`config.mk`:
```
export PLATFORM = sky130hd
export DESIGN_NAME = rra_engine
export DESIGN_NICKNAME = d
export VERILOG_FILES = /design/src/rtl/rra_pkg.sv /design/src/rtl/rra_fetch_seq.sv /design/src/rtl/rra_ptr_unit.sv /design/src/rtl/rra_buf_track.sv /design/src/rtl/rra_engine.sv
export SDC_FILE = /design/constraint.sdc
export NUM_CORES = 1
export LEC_CHECK = 0
export BUFFER_PORTS_ARGS = -buffer_cell sky130_fd_sc_hd__buf_2
export CAP_MARGIN = 10
export CORE_UTILIZATION = 55
export DETAILED_ROUTE_END_ITERATION = 8
export GPL_ROUTABILITY_DRIVEN = 1
export PLACE_DENSITY = 0.82
export SLEW_MARGIN = 20
export SYNTH_ARGS = -nofsm -noshare
export SYNTH_HDL_FRONTEND = slang
export SYNTH_SLANG_ARGS = --single-unit
```
`constraint.sdc`:
```
create_clock -name clk -period 5.6 [get_ports clk]
set_clock_uncertainty 0.1 [all_clocks]
set_input_delay 0.28 -clock clk [delete_from_list [all_inputs] [get_ports clk]]
set_output_delay 0.28 -clock clk [all_outputs]
set_load 0.005 [all_outputs]
```
`src/rtl/rra_pkg.sv`:
```
package rra_pkg;
  localparam int PTR_W       = 16;
  localparam int WORD_W      = 16;
  localparam int ADDR_W      = 2 * WORD_W;
  localparam int ENTRY_WORDS = 4;
  localparam int IDX_W       = $clog2(ENTRY_WORDS);
  localparam int CRC_BYTES   = 4;

  typedef enum logic {SEQ_IDLE, SEQ_READ} seq_state_e;

  // byte distance between two table entries
  function automatic logic [PTR_W-1:0] entry_stride(input logic wide);
    return wide ? PTR_W'(ENTRY_WORDS * 4) : PTR_W'(ENTRY_WORDS * 2);
  endfunction

  // pointer value after consuming one entry, with wrap
  function automatic logic [PTR_W-1:0] ptr_after_fetch(input logic [PTR_W-1:0] rp,
                                                       input logic wide,
                                                       input logic [PTR_W-1:0] first,
                                                       input logic [PTR_W-1:0] last);
    logic [PTR_W-1:0] adv;
    adv = rp + entry_stride(wide);
    return (adv == last) ? first : adv;
  endfunction

  // byte address of one word of the entry at rp
  function automatic logic [ADDR_W-1:0] entry_word_addr(input logic [WORD_W-1:0] upper,
                                                        input logic [PTR_W-1:0] rp,
                                                        input logic [IDX_W-1:0] idx,
                                                        input logic wide);
    logic [ADDR_W-1:0] ofs;
    ofs = wide ? (ADDR_W'(idx) << 2) : (ADDR_W'(idx) << 1);
    return {upper, rp} + ofs;
  endfunction

  // buffer words consumed by a frame plus its CRC
  function automatic logic [ADDR_W-1:0] frame_words(input logic [WORD_W-1:0] len);
    return (ADDR_W'(len) + ADDR_W'(CRC_BYTES)) >> 1;
  endfunction
endpackage

```
`src/rtl/rra_fetch_seq.sv`:
```
module rra_fetch_seq
  import rra_pkg::*;
(
  input  logic                clk,
  input  logic                rst_n,
  input  logic                start_req,
  input  logic                wide,
  input  logic [WORD_W-1:0]   upper,
  input  logic [PTR_W-1:0]    rp,
  output logic                mem_req,
  output logic [ADDR_W-1:0]   mem_addr,
  input  logic                mem_ack,
  input  logic [WORD_W-1:0]   mem_rdata,
  output logic                busy,
  output logic                done,
  output logic [ADDR_W-1:0]   ent_base,
  output logic [ADDR_W-1:0]   ent_count
);
  localparam logic [IDX_W-1:0] LAST_IDX = IDX_W'(ENTRY_WORDS - 1);

  seq_state_e         state;
  logic [IDX_W-1:0]   idx;
  logic               pend;
  logic [WORD_W-1:0]  held [ENTRY_WORDS-1];
  logic               last_beat;

  assign busy      = (state == SEQ_READ);
  assign mem_req   = busy;
  assign mem_addr  = entry_word_addr(upper, rp, idx, wide);
  assign last_beat = busy && mem_ack && (idx == LAST_IDX);
  assign done      = last_beat;
  assign ent_base  = {held[1], held[0]};
  assign ent_count = {mem_rdata, held[2]};

  always_ff @(posedge clk or negedge rst_n) begin
    if (!rst_n) begin
      state <= SEQ_IDLE;
      idx   <= '0;
      pend  <= 1'b0;
    end else if (state == SEQ_IDLE) begin
      if (start_req) begin
        state <= SEQ_READ;
        idx   <= '0;
      end
    end else if (last_beat) begin
      idx  <= '0;
      pend <= 1'b0;
      if (!(pend || start_req)) state <= SEQ_IDLE;
    end else begin
      if (mem_ack) idx <= idx + 1'b1;
      if (start_req) pend <= 1'b1;
    end
  end

  for (genvar g = 0; g < ENTRY_WORDS - 1; g++) begin : g_hold
    always_ff @(posedge clk or negedge rst_n) begin
      if (!rst_n) held[g] <= '0;
      else if (busy && mem_ack && idx == IDX_W'(g)) held[g] <= mem_rdata;
    end
  end

  // environment: acknowledge only an outstanding request
  assert_ack_needs_req_R2: assert property (@(posedge clk) disable iff (!rst_n)
    mem_ack |-> mem_req);
  // held request is served right after the current fetch
  assert_pending_served_R11: assert property (@(posedge clk) disable iff (!rst_n)
    (done && (pend || start_req)) |=> mem_req);
endmodule

```
`src/rtl/rra_ptr_unit.sv`:
```
module rra_ptr_unit
  import rra_pkg::*;
(
  input  logic              clk,
  input  logic              rst_n,
  input  logic              wide,
  input  logic [PTR_W-1:0]  first,
  input  logic [PTR_W-1:0]  last,
  input  logic [PTR_W-1:0]  wp,
  input  logic              host_wr,
  input  logic [PTR_W-1:0]  host_data,
  input  logic              fetch_done,
  input  logic              exh_clear,
  output logic [PTR_W-1:0]  read_ptr,
  output logic              exhausted,
  output logic              exh_hit
);
  logic [PTR_W-1:0] nxt;

  assign nxt     = ptr_after_fetch(read_ptr, wide, first, last);
  assign exh_hit = exh_clear && exhausted;

  always_ff @(posedge clk or negedge rst_n) begin
    if (!rst_n) begin
      read_ptr  <= '0;
      exhausted <= 1'b0;
    end else begin
      if (host_wr)         read_ptr <= host_data & ~PTR_W'(1);
      else if (fetch_done) read_ptr <= nxt;
      if (fetch_done && nxt == wp) exhausted <= 1'b1;
      else if (exh_clear)          exhausted <= 1'b0;
    end
  end

  assert_ptr_even_R12: assert property (@(posedge clk) disable iff (!rst_n)
    !read_ptr[0]);
  // step by one stride, or land on the table start after wrap
  assert_ptr_step_R3: assert property (@(posedge clk) disable iff (!rst_n)
    (fetch_done && !host_wr) |=>
      ((read_ptr == $past(first)) ||
       (read_ptr - $past(read_ptr) == ($past(wide) ? PTR_W'(16) : PTR_W'(8)))));
  assert_exh_from_fetch_R5: assert property (@(posedge clk) disable iff (!rst_n)
    $rose(exhausted) |-> $past(fetch_done));
endmodule

```
`src/rtl/rra_buf_track.sv`:
```
module rra_buf_track
  import rra_pkg::*;
(
  input  logic               clk,
  input  logic               rst_n,
  input  logic               load,
  input  logic [ADDR_W-1:0]  ent_base,
  input  logic [ADDR_W-1:0]  ent_count,
  input  logic               frame_done,
  input  logic [WORD_W-1:0]  frame_len,
  input  logic [WORD_W-1:0]  eob,
  output logic [ADDR_W-1:0]  buf_base,
  output logic [ADDR_W-1:0]  buf_words,
  output logic               last_pkt,
  output logic               refill_req
);
  logic [ADDR_W-1:0] words_after;
  logic              below;

  assign words_after = buf_words - frame_words(frame_len);
  assign below       = words_after < ADDR_W'(eob);
  assign refill_req  = frame_done && below;

  always_ff @(posedge clk or negedge rst_n) begin
    if (!rst_n) begin
      buf_base  <= '0;
      buf_words <= '0;
      last_pkt  <= 1'b0;
    end else if (load) begin
      buf_base  <= ent_base;
      buf_words <= ent_count;
    end else if (frame_done) begin
      buf_base  <= buf_base + ADDR_W'(frame_len) + ADDR_W'(CRC_BYTES);
      buf_words <= words_after;
      last_pkt  <= below;
    end
  end

  assert_base_advance_R8: assert property (@(posedge clk) disable iff (!rst_n)
    (frame_done && !load) |=>
      (buf_base - $past(buf_base) == ADDR_W'($past(frame_len)) + ADDR_W'(4)));
  assert_lastpkt_from_frame_R9: assert property (@(posedge clk) disable iff (!rst_n)
    $rose(last_pkt) |-> $past(frame_done));
endmodule

```
`src/rtl/rra_engine.sv`:
```
module rra_engine
  import rra_pkg::*;
(
  input  logic               clk,
  input  logic               rst_n,
  input  logic               wide_mode,
  input  logic [WORD_W-1:0]  upper_addr,
  input  logic [PTR_W-1:0]   ring_start,
  input  logic [PTR_W-1:0]   ring_end,
  input  logic [PTR_W-1:0]   write_ptr,
  input  logic [WORD_W-1:0]  eob_count,
  input  logic               rp_wr_en,
  input  logic [PTR_W-1:0]   rp_wr_data,
  input  logic               cmd_fetch,
  input  logic               exh_clear,
  input  logic               rx_enable,
  input  logic               frame_done,
  input  logic [WORD_W-1:0]  frame_len,
  output logic               mem_req,
  output logic [ADDR_W-1:0]  mem_addr,
  input  logic               mem_ack,
  input  logic [WORD_W-1:0]  mem_rdata,
  output logic [PTR_W-1:0]   read_ptr,
  output logic [ADDR_W-1:0]  buf_base,
  output logic [ADDR_W-1:0]  buf_words,
  output logic               cmd_active,
  output logic               fetch_busy,
  output logic               exhausted,
  output logic               last_pkt,
  output logic               can_accept
);
  localparam logic [PTR_W-1:0] EVEN_MASK = ~PTR_W'(1);

  logic              fetch_done;
  logic              exh_hit;
  logic              refill_req;
  logic              start_req;
  logic [ADDR_W-1:0] ent_base;
  logic [ADDR_W-1:0] ent_count;

  assign start_req  = cmd_fetch || exh_hit || refill_req;
  assign can_accept = rx_enable && !exhausted;

  rra_fetch_seq u_seq (
    .clk       (clk),
    .rst_n     (rst_n),
    .start_req (start_req),
    .wide      (wide_mode),
    .upper     (upper_addr),
    .rp        (read_ptr),
    .mem_req   (mem_req),
    .mem_addr  (mem_addr),
    .mem_ack   (mem_ack),
    .mem_rdata (mem_rdata),
    .busy      (fetch_busy),
    .done      (fetch_done),
    .ent_base  (ent_base),
    .ent_count (ent_count)
  );

  rra_ptr_unit u_ptr (
    .clk        (clk),
    .rst_n      (rst_n),
    .wide       (wide_mode),
    .first      (ring_start & EVEN_MASK),
    .last       (ring_end & EVEN_MASK),
    .wp         (write_ptr & EVEN_MASK),
    .host_wr    (rp_wr_en),
    .host_data  (rp_wr_data),
    .fetch_done (fetch_done),
    .exh_clear  (exh_clear),
    .read_ptr   (read_ptr),
    .exhausted  (exhausted),
    .exh_hit    (exh_hit)
  );

  rra_buf_track u_buf (
    .clk        (clk),
    .rst_n      (rst_n),
    .load       (fetch_done),
    .ent_base   (ent_base),
    .ent_count  (ent_count),
    .frame_done (frame_done),
    .frame_len  (frame_len),
    .eob        (eob_count),
    .buf_base   (buf_base),
    .buf_words  (buf_words),
    .last_pkt   (last_pkt),
    .refill_req (refill_req)
  );

  always_ff @(posedge clk or negedge rst_n) begin
    if (!rst_n)          cmd_active <= 1'b0;
    else if (cmd_fetch)  cmd_active <= 1'b1;
    else if (fetch_done) cmd_active <= 1'b0;
  end

  assert_cmd_clears_R6: assert property (@(posedge clk) disable iff (!rst_n)
    (fetch_done && !cmd_fetch) |=> !cmd_active);
  // environment: frames are not reported while an entry is being loaded
  assert_no_frame_in_fetch_R8: assert property (@(posedge clk) disable iff (!rst_n)
    frame_done |-> !fetch_busy);
  assert_exh_blocks_R10: assert property (@(posedge clk) disable iff (!rst_n)
    exhausted |-> !can_accept);
endmodule

```
* Word-level counts from Yosys, hierarchy flattened
Cells that the tools add are included.
Storage, ports and cells: output and inout port bits 118, flip-flop bits (word level) 135, word-level logic and storage cells 73, input port bits 137
Cells by class: $lt $le $gt $ge 1, add/subtract/negate cells 7, bitwise gates (word level) 1, muxes and demuxes 23, reductions and logical operators 23, equality and inequality tests 6
Operators by type and width (number):
- 2-to-1 mux 32 bit | 4
- 2-to-1 mux 16 bit | 3
- adder 32 x 16 -> 32 bit | 1
- adder 32 x 3 -> 32 bit (second input constant) | 1
- adder 32 bit | 1
- == test 16 bit | 2
- < comparator 32 x 16 -> 1 bit | 1
- subtractor 32 x 31 -> 32 bit | 1
- adder 16 x 3 -> 17 bit (second input constant) | 1
- adder 16 bit | 1
- nonzero test 2 bit | 6
- 2-to-1 mux 1 bit | 10
- logical AND 1 bit | 9
- 2-to-1 mux 2 bit | 4
- AND reduction 2 bit | 3
- 2-to-1 mux 5 bit | 1
- == test 2 bit (second input constant) | 2
- 2-to-1 mux 4 bit | 1
- logical OR 1 bit | 3
- != test 3 x 2 -> 1 bit (second input constant) | 1
- adder 2 x 1 -> 2 bit (second input constant) | 1
- == test 2 x 1 -> 1 bit (second input constant) | 1
- logical NOT 2 bit | 1
- logical NOT 1 bit | 1
- inverter 1 bit | 1

* Depth between registers and ports, before layout
Gate-level depths: netlist of the first run.
depth in word-level cells 9, mapped depth 24, gate-level depth less buffers 23

* Cells and area by module
From an unflattened synthesis of the first run, not the netlist that was laid out.
Second synthesis, totals: cell total of the unflattened synthesis 1303, area, all modules 11370.9 sq um
Modules (own cells, without submodules):
- rra_buf_track | seq. area each 1626.6 sq um, area each 6114.6 sq um, instances 1, cells each 737
- rra_fetch_seq | seq. area each 1301.2 sq um, area each 2825.2 sq um, instances 1, cells each 233
- rra_ptr_unit | seq. area each 425.4 sq um, area each 2378.5 sq um, instances 1, cells each 327
- rra_engine | seq. area each 25.0 sq um, area each 52.6 sq um, instances 1, cells each 6

* Worst setup path after synthesis of the first run
No wires, ideal clock.
kind input -> register, start point input frame_len[5], end point register u_seq.idx[1], setup slack 0.804 ns, arrival 4.576 ns, required time 5.379 ns, library setup time 0.121 ns, cell stages on the path 22, buffers on the path 0, path through and3_1 -> and2_1 -> nand4_1 -> xor2_1 -> ha_1 -> a21oi_1 -> nand2_1 -> a221oi_1 -> o21bai_1 -> a21oi_1 -> xnor2_1 -> ha_1 -> a21o_1 -> a21o_1 -> a22oi_1 -> nand4_1 -> nor3_1 -> nand4_1 -> a2111o_1 -> nor4_2 -> nand4_2 -> a41o_1
Between the ends: longest elaborated chain between the ends 7
RTL lines:
- start: declaration | RTL line rra_engine.sv:18 | input logic [WORD_W-1:0] frame_len,
- adder 16 x 3 -> 17 bit | RTL line rra_pkg.sv:38 | return (ADDR_W'(len) + ADDR_W'(CRC_BYTES)) >> 1;
- subtractor 32 x 31 -> 32 bit | RTL line rra_buf_track.sv:20 | assign words_after = buf_words - frame_words(frame_len);
- < comparator 32 x 16 -> 1 bit | RTL line rra_buf_track.sv:21 | assign below = words_after < ADDR_W'(eob);
- logical AND 1 bit | RTL line rra_buf_track.sv:22 | assign refill_req = frame_done && below;
- logical OR 1 bit | RTL line rra_engine.sv:41 | assign start_req = cmd_fetch || exh_hit || refill_req;
- nonzero test 2 bit (no source line)
- AND reduction 2 bit (no source line)
- end signal: assignment | RTL line rra_fetch_seq.sv:50 | if (mem_ack) idx <= idx + 1'b1;
- end: declaration | RTL line rra_fetch_seq.sv:22 | logic [IDX_W-1:0] idx;
Every way passes these cells. A chain may end at the register's enable or synchronous reset.

* Final worst setup path of the first run
start point register u_buf.buf_words[2], end point register u_seq.idx[1]
Between the ends: longest elaborated chain between the ends 6
RTL lines:
- start: declaration | RTL line rra_buf_track.sv:13 | output logic [ADDR_W-1:0] buf_words,
- start signal: assignment | RTL line rra_buf_track.sv:31 | buf_words <= ent_count;
- start signal: assignment | RTL line rra_buf_track.sv:34 | buf_words <= words_after;
- subtractor 32 x 31 -> 32 bit | RTL line rra_buf_track.sv:20
- < comparator 32 x 16 -> 1 bit | RTL line rra_buf_track.sv:21
- logical AND 1 bit | RTL line rra_buf_track.sv:22
- logical OR 1 bit | RTL line rra_engine.sv:41
- nonzero test 2 bit (no source line)
- AND reduction 2 bit (no source line)
Every way passes these cells.

==> results.txt, run 1 <==
----------------------------------------------------
[Place]
  Number of cells after detailed placement ... about 1.6k
  DP Area ... 0.0118 sq mm
  Placer congestion estimate ... 0.970
  Final HPWL DP ... 22.8 mm
  Count of buffers from port buffering ... 250
  Place WS ... 0.175 ns

[Power and ir drop]
  Seq pwr share ... a little under a third
  Combinational Power Share ... 51.1%
  Net switching component of the power ... 2.62 mW
  Share of total power consumed by net switching ... 42.5%
  Lkg Pwr ... 5.79 nW
  Pwr per Cell Area ... 489 mW/mm^2
  Worst-case vdd ir drop ... 312 uV
  Internal Dissipation ... 3.53 mW
  Overall power of the completed layout ... 6.15 mW
  Portion of total power attributed to the clock network ... 18.0%

[Timing]
  Worst slack on hold paths ... just over 0.08 ns
  Rel. slew slack ... 37.3%
  Portion of the clock cycle consumed by the worst path in the final layout ... roughly nine tenths
  Hold Fails Final Rpt ... 0
  Setup Total Neg Slack ... 0 ns
  Worst-case setup margin in the final layout ... 0.532 ns
  Final count of pins violating max slew ... 0
  Fin crit period ... a little over 5 ns
  Maximum operating frequency ... 197 MHz
  Pin slew with the least headroom to its limit ... 0.941 ns
  Final setup vio count ... 0
  Setup repair after global routing missed its margin ... no

[Synth]
  Cells after synthesis ... 1190
  Syn. warnings ... 0
  Arithmetic-cell share of the synthesized area counting full adders, half adders and majority gates ... a little under a tenth
  Number of enable flip-flop cells after synthesis ... 0
  Synth Area in Compound Gates ... 13.8%
  Proportion of synthesized area in mux cells ... 9.53%
  Number of register bits inferred by synthesis ... between 100 and 150
  Share of synthesized registers carrying an async set or reset ... 100%
  Syn Nets ... between 1k and 1.5k
  Per-instance average area after synthesis ... 8.79 sq um
  Sequential element share of the synthesized area ... approximately a third
  Largest family of logic cells by synthesized area ... simple AND/OR/NAND/NOR gates
  Cell area after synthesis ... 0.0105 sq mm
  Netlist cell types ... 70
  Xor and xnor area share after synthesis ... between 10 and 15%
  Dominant synthesized flop cell ... sky130_fd_sc_hd__dfrtp_1
  Simple-gate share of the synthesized area ... between 10% and 20%

[Final layout]
  Area Overhead vs Synth ... 20.2%
  Proportion of layout cells with a drive suffix above 1 ... 24.9%
  Finished Core Util ... approximately two thirds
  Final cell count without fillers ... around 1.7k
  Count of nets after finishing ... about 1.6k
  Commonest cells after routing, fill and taps aside ... sky130_fd_sc_hd__buf_2 (249), sky130_fd_sc_hd__nand2_1 (153), sky130_fd_sc_hd__dfrtp_1 (135)
  Post-route cell area ... 0.0126 sq mm
  Fill cell instance count of the final layout ... ~1.5k
  Multi-input logic area ... 0.00667 sq mm
  Most common library cell in the layout ignoring fill and taps ... sky130_fd_sc_hd__buf_2
  Antenna diodes ... 0
  Sequential cell area in the final layout ... 0.00338 sq mm

[Worst setup path]
  Number of cells on the worst reg-to-reg path ... 20
  Critical setup path kind ... reg -> reg
  Beginning of the critical path ... u_buf.buf_words[2]
  Critical path endpoint category ... flip-flop
  CP endpoint ... u_seq.idx[1]
  Crit Path Max Fanout ... 5
  Arrival time reported for the critical path endpoint ... 5.28 ns
  Reg2Reg Launch Point ... u_buf.buf_words[2]
  Required time of the critical path ... between 5 and 6 ns
  Endpoint of the lowest-slack register-to-register path ... u_seq.idx[1]
  Internal reg-to-reg setup slack ... 0.53 ns
  Critical Path Start Type ... flip-flop

[Clock network]
  Buffers inserted during post-CTS setup optimization ... 0
  Clock slew at reported path FFs ... 0.06 ns
  Num CTS Buffers ... 17
  TritonCTS clock tree ... yes
  Clock Root Buffer ... sky130_fd_sc_hd__clkbuf_16
  Number of sinks handled by clock tree synthesis ... 135
  Later-pin clock latency in the skew report ... 0.42 ns
  Deepest level of the CTS H-tree ... 4
  Maximum clock path buffer count ... 2

[Route]
  First-pass iteration count of the detailed router ... 5
  Vias per cell ... 5.91
  Number of nets with antenna violations after routing ... 0
  Average wire length per cell after detail routing ... 18.4 microns
  Post-Route WL ... 30.8 mm
  Count of unresolved DRC violations after routing ... 0
  Via Count ... between 9k and 10k
  Number of DRC violations after detailed-routing iteration 0 ... 569

[Outcome]
  Status ... finished, final reports clean

[Global routing]
  Total Routing Usage GR ... 32.1%
  Total overflow reported by the global router ... 0
  Number of global-route vias before repair ... 9632
  Wire length of the first global-routing pass ... 49.2 mm
  Antenna violations before repair ... 0
  Largest net degree at the start of global routing ... 93

[Worst hold path]
  Worst min-delay path category ... in -> reg

[Floorplan]
  Core Box Area ... 0.0186 sq mm
  Row count ... 50
  Die width ... 140 microns
  Initial core utilization ... 56.1%
  Die ar. ... 0.0196 sq mm
  Boundary Pins ... 255
  Die H ... 140 microns

[Flow run]
  Max capacitance violation total ... 0

----------------------------------------------------
## repair_timing
item	in CTS	in global routing
hold buffers	17	0
endpoints found under the hold margin	107	0
gates resized for setup	0	0
## state kept, by name (all words and copies together), names as in the netlist
signal and cells:
u_buf.buf_base 32, u_buf.buf_words 32, u_seq.ent_base 32, u_ptr.read_ptr 16
u_seq.ent_count 16, u_seq.idx 2, cmd_active 1, u_buf.last_pkt 1
u_ptr.exhausted 1, u_seq.busy 1, u_seq.pend 1
## power by group through the flow
stage	combinational [mW]	sequential, mW	clock (mW)
final	3.14	1.90	1.11
after global routing	3.54	1.95	1.16
after CTS	3.15	1.88	1.12
after detailed placement	3.11	1.90	0
after global placement	3.02	1.87	0
after floorplan	2.27	1.72	0
## final cells by class
cell class | instances | area share (%)
clock buffers | 20 | 3.71
clock inverters | 12 | 0.925
inverters | 43 | 1.28
multi-input cells | 955 | 53.1
flip-flops and latches | 135 | 26.9
well taps | 234 | 2.33
repair buffers | 275 | 11.8
## metal layers
layer / vias up / part of all wire [%] / GRT usage [%]
met3: 115 / 7.3 / 5.98
met1: 4656 / 40 / 39.2
met2: 443 / 49 / 54.2
met4: 0 / 4.4 / 16.9
li1: 4675 / - / -
met5: - / 0 / 0
## worst min path at each step
stage | from | endpoint | slack (ns) | cells past startpoint
detailed placement | rst_n | u_seq.ent_count[7] | 0.34 | 1
floorplan | rst_n | cmd_active | -0.12 | 0
global route | mem_rdata[0] | u_seq.ent_base[16] | 0.07 | 2
global placement | rst_n | u_seq.ent_count[7] | 0.34 | 1
CTS | mem_rdata[0] | u_seq.ent_count[0] | 0.06 | 2
finish | ring_start[2] | u_ptr.read_ptr[2] | 0.08 | 3
## synthesized netlist by cell type (8+ instances only)
master | number | share of area [%]
sky130_fd_sc_hd__nand4_1 | 21 | 1.3
sky130_fd_sc_hd__clkbuf_1 | 36 | 1.3
sky130_fd_sc_hd__a21o_1 | 20 | 1.4
sky130_fd_sc_hd__buf_2 | 11 | 0.53
sky130_fd_sc_hd__inv_1 | 43 | 1.5
sky130_fd_sc_hd__nor4_1 | 10 | 0.60
sky130_fd_sc_hd__mux2_2 | 52 | 5.6
sky130_fd_sc_hd__nand2_1 | 153 | 5.5
sky130_fd_sc_hd__mux2i_1 | 40 | 3.8
sky130_fd_sc_hd__and3_1 | 18 | 1.1
sky130_fd_sc_hd__nor3_1 | 20 | 0.96
sky130_fd_sc_hd__nor2b_1 | 10 | 0.60
sky130_fd_sc_hd__nor2_1 | 76 | 2.7
sky130_fd_sc_hd__dfrtp_1 | 135 | 32
sky130_fd_sc_hd__a31oi_1 | 8 | 0.48
sky130_fd_sc_hd__ha_1 | 73 | 8.7
sky130_fd_sc_hd__a21oi_1 | 46 | 2.2
sky130_fd_sc_hd__xnor2_1 | 79 | 6.6
sky130_fd_sc_hd__nand3_1 | 39 | 1.9
sky130_fd_sc_hd__xor2_1 | 65 | 5.4
sky130_fd_sc_hd__o21ai_0 | 105 | 5.0
## kinds of logic after synthesis
family,count (synthesis)
adders and majority gates,77
xor gates and xnor gates,145
AOI/OAI and AO/OA,241
buffers and inverters,100
DFF,135
and+or+nand+nor,399
muxes,93
## critical path, stage by stage (launching register included)
cell	delay [ns]
sky130_fd_sc_hd__dfrtp_1	0.40
sky130_fd_sc_hd__ha_1	0.35
sky130_fd_sc_hd__nor2b_1	0.15
sky130_fd_sc_hd__o21a_1	0.18
sky130_fd_sc_hd__o21ai_1	0.28
sky130_fd_sc_hd__a21oi_1	0.15
sky130_fd_sc_hd__o21ai_0	0.56
sky130_fd_sc_hd__o21bai_1	0.12
sky130_fd_sc_hd__a21oi_1	0.19
sky130_fd_sc_hd__xnor2_1	0.14
sky130_fd_sc_hd__ha_1	0.21
sky130_fd_sc_hd__a21o_1	0.17
sky130_fd_sc_hd__a21o_1	0.17
sky130_fd_sc_hd__a22oi_1	0.13
sky130_fd_sc_hd__nand4_1	0.11
sky130_fd_sc_hd__nor3_1	0.18
sky130_fd_sc_hd__nand4_1	0.13
sky130_fd_sc_hd__a2111o_1	0.42
sky130_fd_sc_hd__nor4_2	0.29
sky130_fd_sc_hd__nand4_2	0.24
sky130_fd_sc_hd__a41o_1	0.30
No activity file was read; power rests on OpenSTA's default activity.
==> run 2, diff against run 1 <==
ABC_CLOCK_PERIOD_IN_PS = 5600   (was not set)
CORE_UTILIZATION = 41   (was 55)
PLACE_DENSITY = not set   (was 0.82)
==> run 2 against run 1 <==
Critical path depth up 3. Maximum frequency down 1.7%. Cell count up 5.8%. Core utilization down 17 points. Sequential share of layout area down 0.29 points. First-iteration DRC count up 11%. Via count down 3.9%.
==> results.txt, run 2 (synthesized netlist as in run 1, its figures left out) <==
----------------------------------------------------
[Route]
  Number of nets with antenna violations after routing ... 0
  Average wire length per cell after detail routing ... ~18 microns
  Number of DRC violations after detailed-routing iteration 0 ... 633
  Post-Route WL ... ~32 mm
  Via Count ... 9503
  Count of unresolved DRC violations after routing ... 0
  Vias per cell ... 5.37
  First-pass iteration count of the detailed router ... 5

[Worst setup path]
  Required time of the critical path ... 5.81 ns
  Internal reg-to-reg setup slack ... 0.50 ns
  Critical path endpoint category ... flip-flop
  Critical setup path kind ... in -> reg
  Endpoint of the lowest-slack register-to-register path ... u_seq.idx[1]
  Reg2Reg Launch Point ... u_buf.buf_words[0]
  CP endpoint ... u_seq.idx[1]
  Crit Path Max Fanout ... 6
  Beginning of the critical path ... frame_len[3]
  Arrival time reported for the critical path endpoint ... 5.37 ns
  Number of cells on the worst reg-to-reg path ... 22
  Critical Path Start Type ... primary input

[Global routing]
  Total overflow reported by the global router ... 0
  Wire length of the first global-routing pass ... 50.1 mm
  Antenna violations before repair ... 0
  Total Routing Usage GR ... 24.7%
  Number of global-route vias before repair ... 9149
  Largest net degree at the start of global routing ... between 90 and 100

[Final layout]
  Commonest cells after routing, fill and taps aside ... sky130_fd_sc_hd__buf_2 (249), sky130_fd_sc_hd__nand2_1 (153), sky130_fd_sc_hd__dfrtp_1 (135)
  Count of nets after finishing ... 1642
  Area Overhead vs Synth ... 21.5%
  Antenna diodes ... 0
  Proportion of layout cells with a drive suffix above 1 ... 24.8%
  Most common library cell in the layout ignoring fill and taps ... sky130_fd_sc_hd__buf_2

[Power and ir drop]
  Pwr per Cell Area ... 485 mW/mm^2
  Worst-case vdd ir drop ... 233 uV
  Lkg Pwr ... 5.80 nW

[Clock network]
  Buffers inserted during post-CTS setup optimization ... 0
  Clock Root Buffer ... sky130_fd_sc_hd__clkbuf_16
  Clock slew at reported path FFs ... roughly 0.060 ns
  Hold bufs inserted after CTS ... 17
  TritonCTS clock tree ... yes
  Later-pin clock latency in the skew report ... 0.42 ns
  Deepest level of the CTS H-tree ... 4
  Num CTS Buffers ... 17
  Cts repair resizes ... 0
  Maximum clock path buffer count ... 2
  Number of sinks handled by clock tree synthesis ... roughly 140

[Place]
  Count of buffers from port buffering ... 250
  Placer congestion estimate ... 0.892
  Final HPWL DP ... 24.3 mm
  Place WS ... 0.0779 ns

[Floorplan]
  Die ar. ... ~0.026 sq mm
  Boundary Pins ... 255
  Die width ... 162 microns
  Initial core utilization ... 41.7%
  Core Box Area ... 0.0251 sq mm
  Row count ... 58
  Die H ... about 160 microns

[Timing]
  Worst-case setup margin in the final layout ... 0.446 ns
  Final count of pins violating max slew ... 0
  Portion of the clock cycle consumed by the worst path in the final layout ... 92.0%
  Setup Total Neg Slack ... 0 ns
  Pin slew with the least headroom to its limit ... 0.969 ns
  Setup repair after global routing missed its margin ... no
  Final setup vio count ... 0
  Maximum operating frequency ... 194 MHz
  Fin crit period ... roughly 5.2 ns
  Rel. slew slack ... about 35%
  Hold Fails Final Rpt ... 0

[Worst hold path]
  Worst min-delay path category ... in -> reg

[Outcome]
  Status ... finished, final reports clean

[Flow run]
  Max capacitance violation total ... 0

----------------------------------------------------
[run 2: power by group]
| group | internal (mW) | switching (mW) | leakage, nW |
|---|---|---|---|
| logic | 1.46 | 1.68 | 3.90 |
| registers | 1.42 | 0.472 | 1.62 |
| clock network | 0.662 | 0.466 | 0.280 |
[run 2: how the worst min path moves through the flow]
stage,start,end,slack [ns],depth (start not counted)
after floorplan,rst_n,cmd_active,-0.12,0
after global placement,rst_n,u_ptr.read_ptr[13],0.35,1
after detailed placement,rst_n,u_ptr.read_ptr[13],0.34,1
after CTS,mem_rdata[0],u_seq.ent_base[0],0.07,2
after global routing,mem_rdata[15],u_seq.ent_count[15],0.08,2
final,mem_rdata[13],u_buf.buf_words[29],0.07,3
[run 2: cell type report]
type	count	area (sq um)
sequential	135	3380
tap	330	413
clock buffer	19	433
multi-input combinational	955	6670
fill	2461	12400
timing repair buffer	276	1510
inverter	43	161
clock inverter	13	145
[run 2: critical path, stage by stage]
cell	delay (ns)
sky130_fd_sc_hd__buf_2	0.15
sky130_fd_sc_hd__ha_1	0.28
sky130_fd_sc_hd__nand3_1	0.12
sky130_fd_sc_hd__xor2_1	0.26
sky130_fd_sc_hd__ha_1	0.35
sky130_fd_sc_hd__o21a_1	0.22
sky130_fd_sc_hd__o21ai_0	0.24
sky130_fd_sc_hd__a21oi_1	0.09
sky130_fd_sc_hd__o21ai_0	0.52
sky130_fd_sc_hd__o21bai_1	0.11
sky130_fd_sc_hd__a21oi_1	0.19
sky130_fd_sc_hd__xnor2_1	0.14
sky130_fd_sc_hd__ha_1	0.21
sky130_fd_sc_hd__a21o_1	0.17
sky130_fd_sc_hd__a21o_1	0.17
sky130_fd_sc_hd__a22oi_1	0.13
sky130_fd_sc_hd__nand4_1	0.11
sky130_fd_sc_hd__nor3_1	0.22
sky130_fd_sc_hd__nand4_1	0.13
sky130_fd_sc_hd__a2111o_1	0.40
sky130_fd_sc_hd__nor4_2	0.36
sky130_fd_sc_hd__nand4_2	0.24
sky130_fd_sc_hd__a41o_1	0.29
[run 2: routing by layer]
metal  wire length [microns]  track usage, %
met2                   15600            42.7
met3                    1790            4.32
met1                   13900            31.6
met5                       0               0
met4                     638            6.73
[run 2: metrics by stage]
stage / util, % / area, sq um / total power [mW] / std cells / hold slack, ns
after floorplan: - / 10500 / 3.99 / 1190 / -0.116
after global placement: 47.6 / 12000 / 4.97 / 1722 / 0.351
after detailed placement: 47.6 / 12000 / 5.02 / 1722 / 0.341
after CTS: 50.6 / 12700 / 6.19 / 1771 / 0.0652
after global routing: 50.6 / 12700 / 6.65 / 1771 / 0.0808
final: 50.6 / 12700 / 6.16 / 1771 / 0.0710
==> run 3, diff against run 2 <==
CELL_PAD_IN_SITES_DETAIL_PLACEMENT = 1   (was not set)
CELL_PAD_IN_SITES_GLOBAL_PLACEMENT = 2   (was not set)
CORE_UTILIZATION = 32   (was 41)
PLACE_DENSITY_LB_ADDON = 0.1   (was not set)
SKIP_CTS_REPAIR_TIMING = 1   (was not set)
==> run 3 against run 2 <==
The run now ends with negative hold slack left. Cell area is 0.99% higher. Worst setup slack gained 0.0030 ns. Combinational power is 3% higher. Hold slack got worse by 0.10 ns. Critical path depth shrank 1. Power increased by 1.9%. Cell count rose by 6.0%. Non-clock buffer count unchanged. Register-to-register slack lost 0.05 ns. Count of clock-buffer cells in the layout did not move. Clock power hardly changed. Sequential power hardly changed. Largest cell class unchanged.
==> results.txt, run 3 (synthesized netlist as in run 1, its figures left out) <==
----------------------------------------------------
[Outcome]
  Status ... complete, but fails checks
  Violations in the final reports ... negative hold slack

[Worst setup path]
  Required time of the critical path ... around 5.8 ns
  Crit Path Max Fanout ... 5
  Critical Path Start Type ... flip-flop
  Arrival time reported for the critical path endpoint ... ~5.4 ns
  Reg2Reg Launch Point ... u_buf.buf_words[0]
  Beginning of the critical path ... u_buf.buf_words[0]
  Critical path endpoint category ... flip-flop
  Critical setup path kind ... reg -> reg

[Power and ir drop]
  Internal Dissipation ... 3.57 mW
  Net switching component of the power ... 2.71 mW
  Seq pwr share ... between 30% and 40%
  Worst-case vdd ir drop ... 228 uV
  Share of total power consumed by net switching ... roughly 43%
  Lkg Pwr ... 5.79 nW
  Combinational Power Share ... 51.3%
  Portion of total power attributed to the clock network ... a little under a fifth
  Pwr per Cell Area ... about 490 mW/mm^2

[Route]
  Number of nets with antenna violations after routing ... 0
  Post-Route WL ... 37.0 mm
  Number of DRC violations after detailed-routing iteration 0 ... 439
  Vias per cell ... 5.14
  Via Count ... 9642
  Average wire length per cell after detail routing ... between 15 and 20 microns
  First-pass iteration count of the detailed router ... 4
  Count of unresolved DRC violations after routing ... 0

[Timing]
  Maximum operating frequency ... just under 200 MHz
  Fin crit period ... 5.15 ns
  Setup Total Neg Slack ... 0 ns
  Rel. slew slack ... 32.6%
  Final count of pins violating max slew ... 0
  Setup repair after global routing missed its margin ... no
  Portion of the clock cycle consumed by the worst path in the final layout ... 92.0%
  Hold Fails Final Rpt ... 1
  Final setup vio count ... 0
  Worst slack on hold paths ... -0.0309 ns
  Pin slew with the least headroom to its limit ... 1.01 ns

[Clock network]
  Clock Root Buffer ... sky130_fd_sc_hd__clkbuf_16
  Number of sinks handled by clock tree synthesis ... 135
  Maximum clock path buffer count ... 2
  Num CTS Buffers ... 17
  TritonCTS clock tree ... yes
  Later-pin clock latency in the skew report ... 0.43 ns
  Clock slew at reported path FFs ... 0.07 ns
  Deepest level of the CTS H-tree ... 4

[Floorplan]
  Die H ... roughly 180 microns
  Boundary Pins ... 255
  Die ar. ... 0.0334 sq mm
  Row count ... 65
  Core Box Area ... 0.0319 sq mm
  Die width ... 183 microns
  Initial core utilization ... 32.8%

[Global routing]
  Largest net degree at the start of global routing ... 96
  Number of global-route vias before repair ... about 10k
  Antenna violations before repair ... 6
  Total Routing Usage GR ... 22.4%
  Wire length of the first global-routing pass ... 57.0 mm
  Total overflow reported by the global router ... 0

[Worst hold path]
  Min-delay src ... rp_wr_data[9]
  Worst min-delay path category ... in -> reg

[Flow run]
  Max capacitance violation total ... 0

[Final layout]
  Area Overhead vs Synth ... 22.7%
  Final cell count without fillers ... 1877
  Commonest cells after routing, fill and taps aside ... sky130_fd_sc_hd__buf_2 (249), sky130_fd_sc_hd__nand2_1 (153), sky130_fd_sc_hd__dfrtp_1 (135)
  Proportion of layout cells with a drive suffix above 1 ... 25.0%
  Count of nets after finishing ... 1642
  Finished Core Util ... 40.3%
  Most common library cell in the layout ignoring fill and taps ... sky130_fd_sc_hd__buf_2
  Post-route cell area ... 0.0128 sq mm

[Place]
  Final HPWL DP ... 28.9 mm
  Count of buffers from port buffering ... 250
  Number of cells after detailed placement ... 1829
  Placer congestion estimate ... 0.921
  DP Area ... 0.0121 sq mm

----------------------------------------------------
==> run 3: cell types whose count changed in the layout (fill, tap and decap cells not counted), moves of 2 or more <==
cell	previous run	this run
sky130_fd_sc_hd__clkinv_2	3	0
sky130_fd_sc_hd__diode_2	0	2
sky130_fd_sc_hd__buf_4	8	11
sky130_fd_sc_hd__dlygate4sd3_1	17	15
sky130_fd_sc_hd__clkinvlp_4	2	4
==> run 3: path summary, 6_finish.rpt <==
kind                       cells after the start             endpoint  slack (ns)
hold reg to reg                                2    u_buf.buf_base[3]        0.36
max in group asynchronous                      3  u_buf.buf_words[25]        3.75
setup reg to reg                              22         u_seq.idx[1]        0.45
setup / recovery                              22         u_seq.idx[1]        0.45
hold / removal                                 3    u_ptr.read_ptr[9]       -0.03
min in group asynchronous                      2    u_ptr.read_ptr[6]        0.38
==> run 3: critical path: stages (launching register included) <==
cell and delay, ns:
sky130_fd_sc_hd__dfrtp_1 0.38, sky130_fd_sc_hd__inv_1 0.07, sky130_fd_sc_hd__ha_1 0.20, sky130_fd_sc_hd__fa_1 0.23
sky130_fd_sc_hd__nor2b_1 0.06, sky130_fd_sc_hd__o21a_1 0.19, sky130_fd_sc_hd__o21ai_1 0.30, sky130_fd_sc_hd__a21oi_1 0.14
sky130_fd_sc_hd__o21ai_0 0.48, sky130_fd_sc_hd__o21bai_1 0.12, sky130_fd_sc_hd__a21oi_1 0.23, sky130_fd_sc_hd__xnor2_1 0.12
sky130_fd_sc_hd__ha_1 0.19, sky130_fd_sc_hd__a21o_1 0.17, sky130_fd_sc_hd__a21o_1 0.18, sky130_fd_sc_hd__a22oi_1 0.13
sky130_fd_sc_hd__nand4_1 0.11, sky130_fd_sc_hd__nor3_1 0.23, sky130_fd_sc_hd__nand4_1 0.13, sky130_fd_sc_hd__a2111o_1 0.40
sky130_fd_sc_hd__nor4_2 0.29, sky130_fd_sc_hd__nand4_2 0.27, sky130_fd_sc_hd__a41o_1 0.31
==> run 3: layout make-up <==
class / instances / area [sq um]
Sequential cell: 135 / 3380
Inverter: 43 / 161
Timing Repair Buffer: 276 / 1490
Clock buffer: 19 / 443
Clock inverter: 12 / 143
Fill cell: 3847 / 19000
Antenna cell: 2 / 5.00
Tap cell: 435 / 544
Multi-Input combinational cell: 955 / 6670
==> run 3: layer usage <==
metal	vias up	wire, microns	global-route usage [%]
met5	-	41	0
li1	4672	-	-
met3	34	1610	4.63
met2	190	17400	36.4
met1	4740	17300	30.2
met4	6	563	6.10
==> run 3: through the flow <==
| step | total power, mW | hold slack [ns] | setup slack (ns) |
|---|---|---|---|
| after floorplan | 3.99 | -0.116 | 0.804 |
| after global placement | 5.08 | 0.355 | 0.156 |
| after detailed placement | 5.16 | 0.364 | 0.0873 |
| after CTS | 6.35 | -0.0847 | 0.462 |
| after global routing | 6.83 | 0.0112 | 0.133 |
| final | 6.27 | -0.0309 | 0.449 |
==> run 3: power by group through the flow <==
stage	combinational (mW)	clock (mW)	sequential [mW]
after detailed placement	3.24	0	1.92
after CTS	3.26	1.18	1.90
after global placement	3.17	0	1.91
final	3.22	1.15	1.90
after global routing	3.64	1.22	1.97
after floorplan	2.27	0	1.72
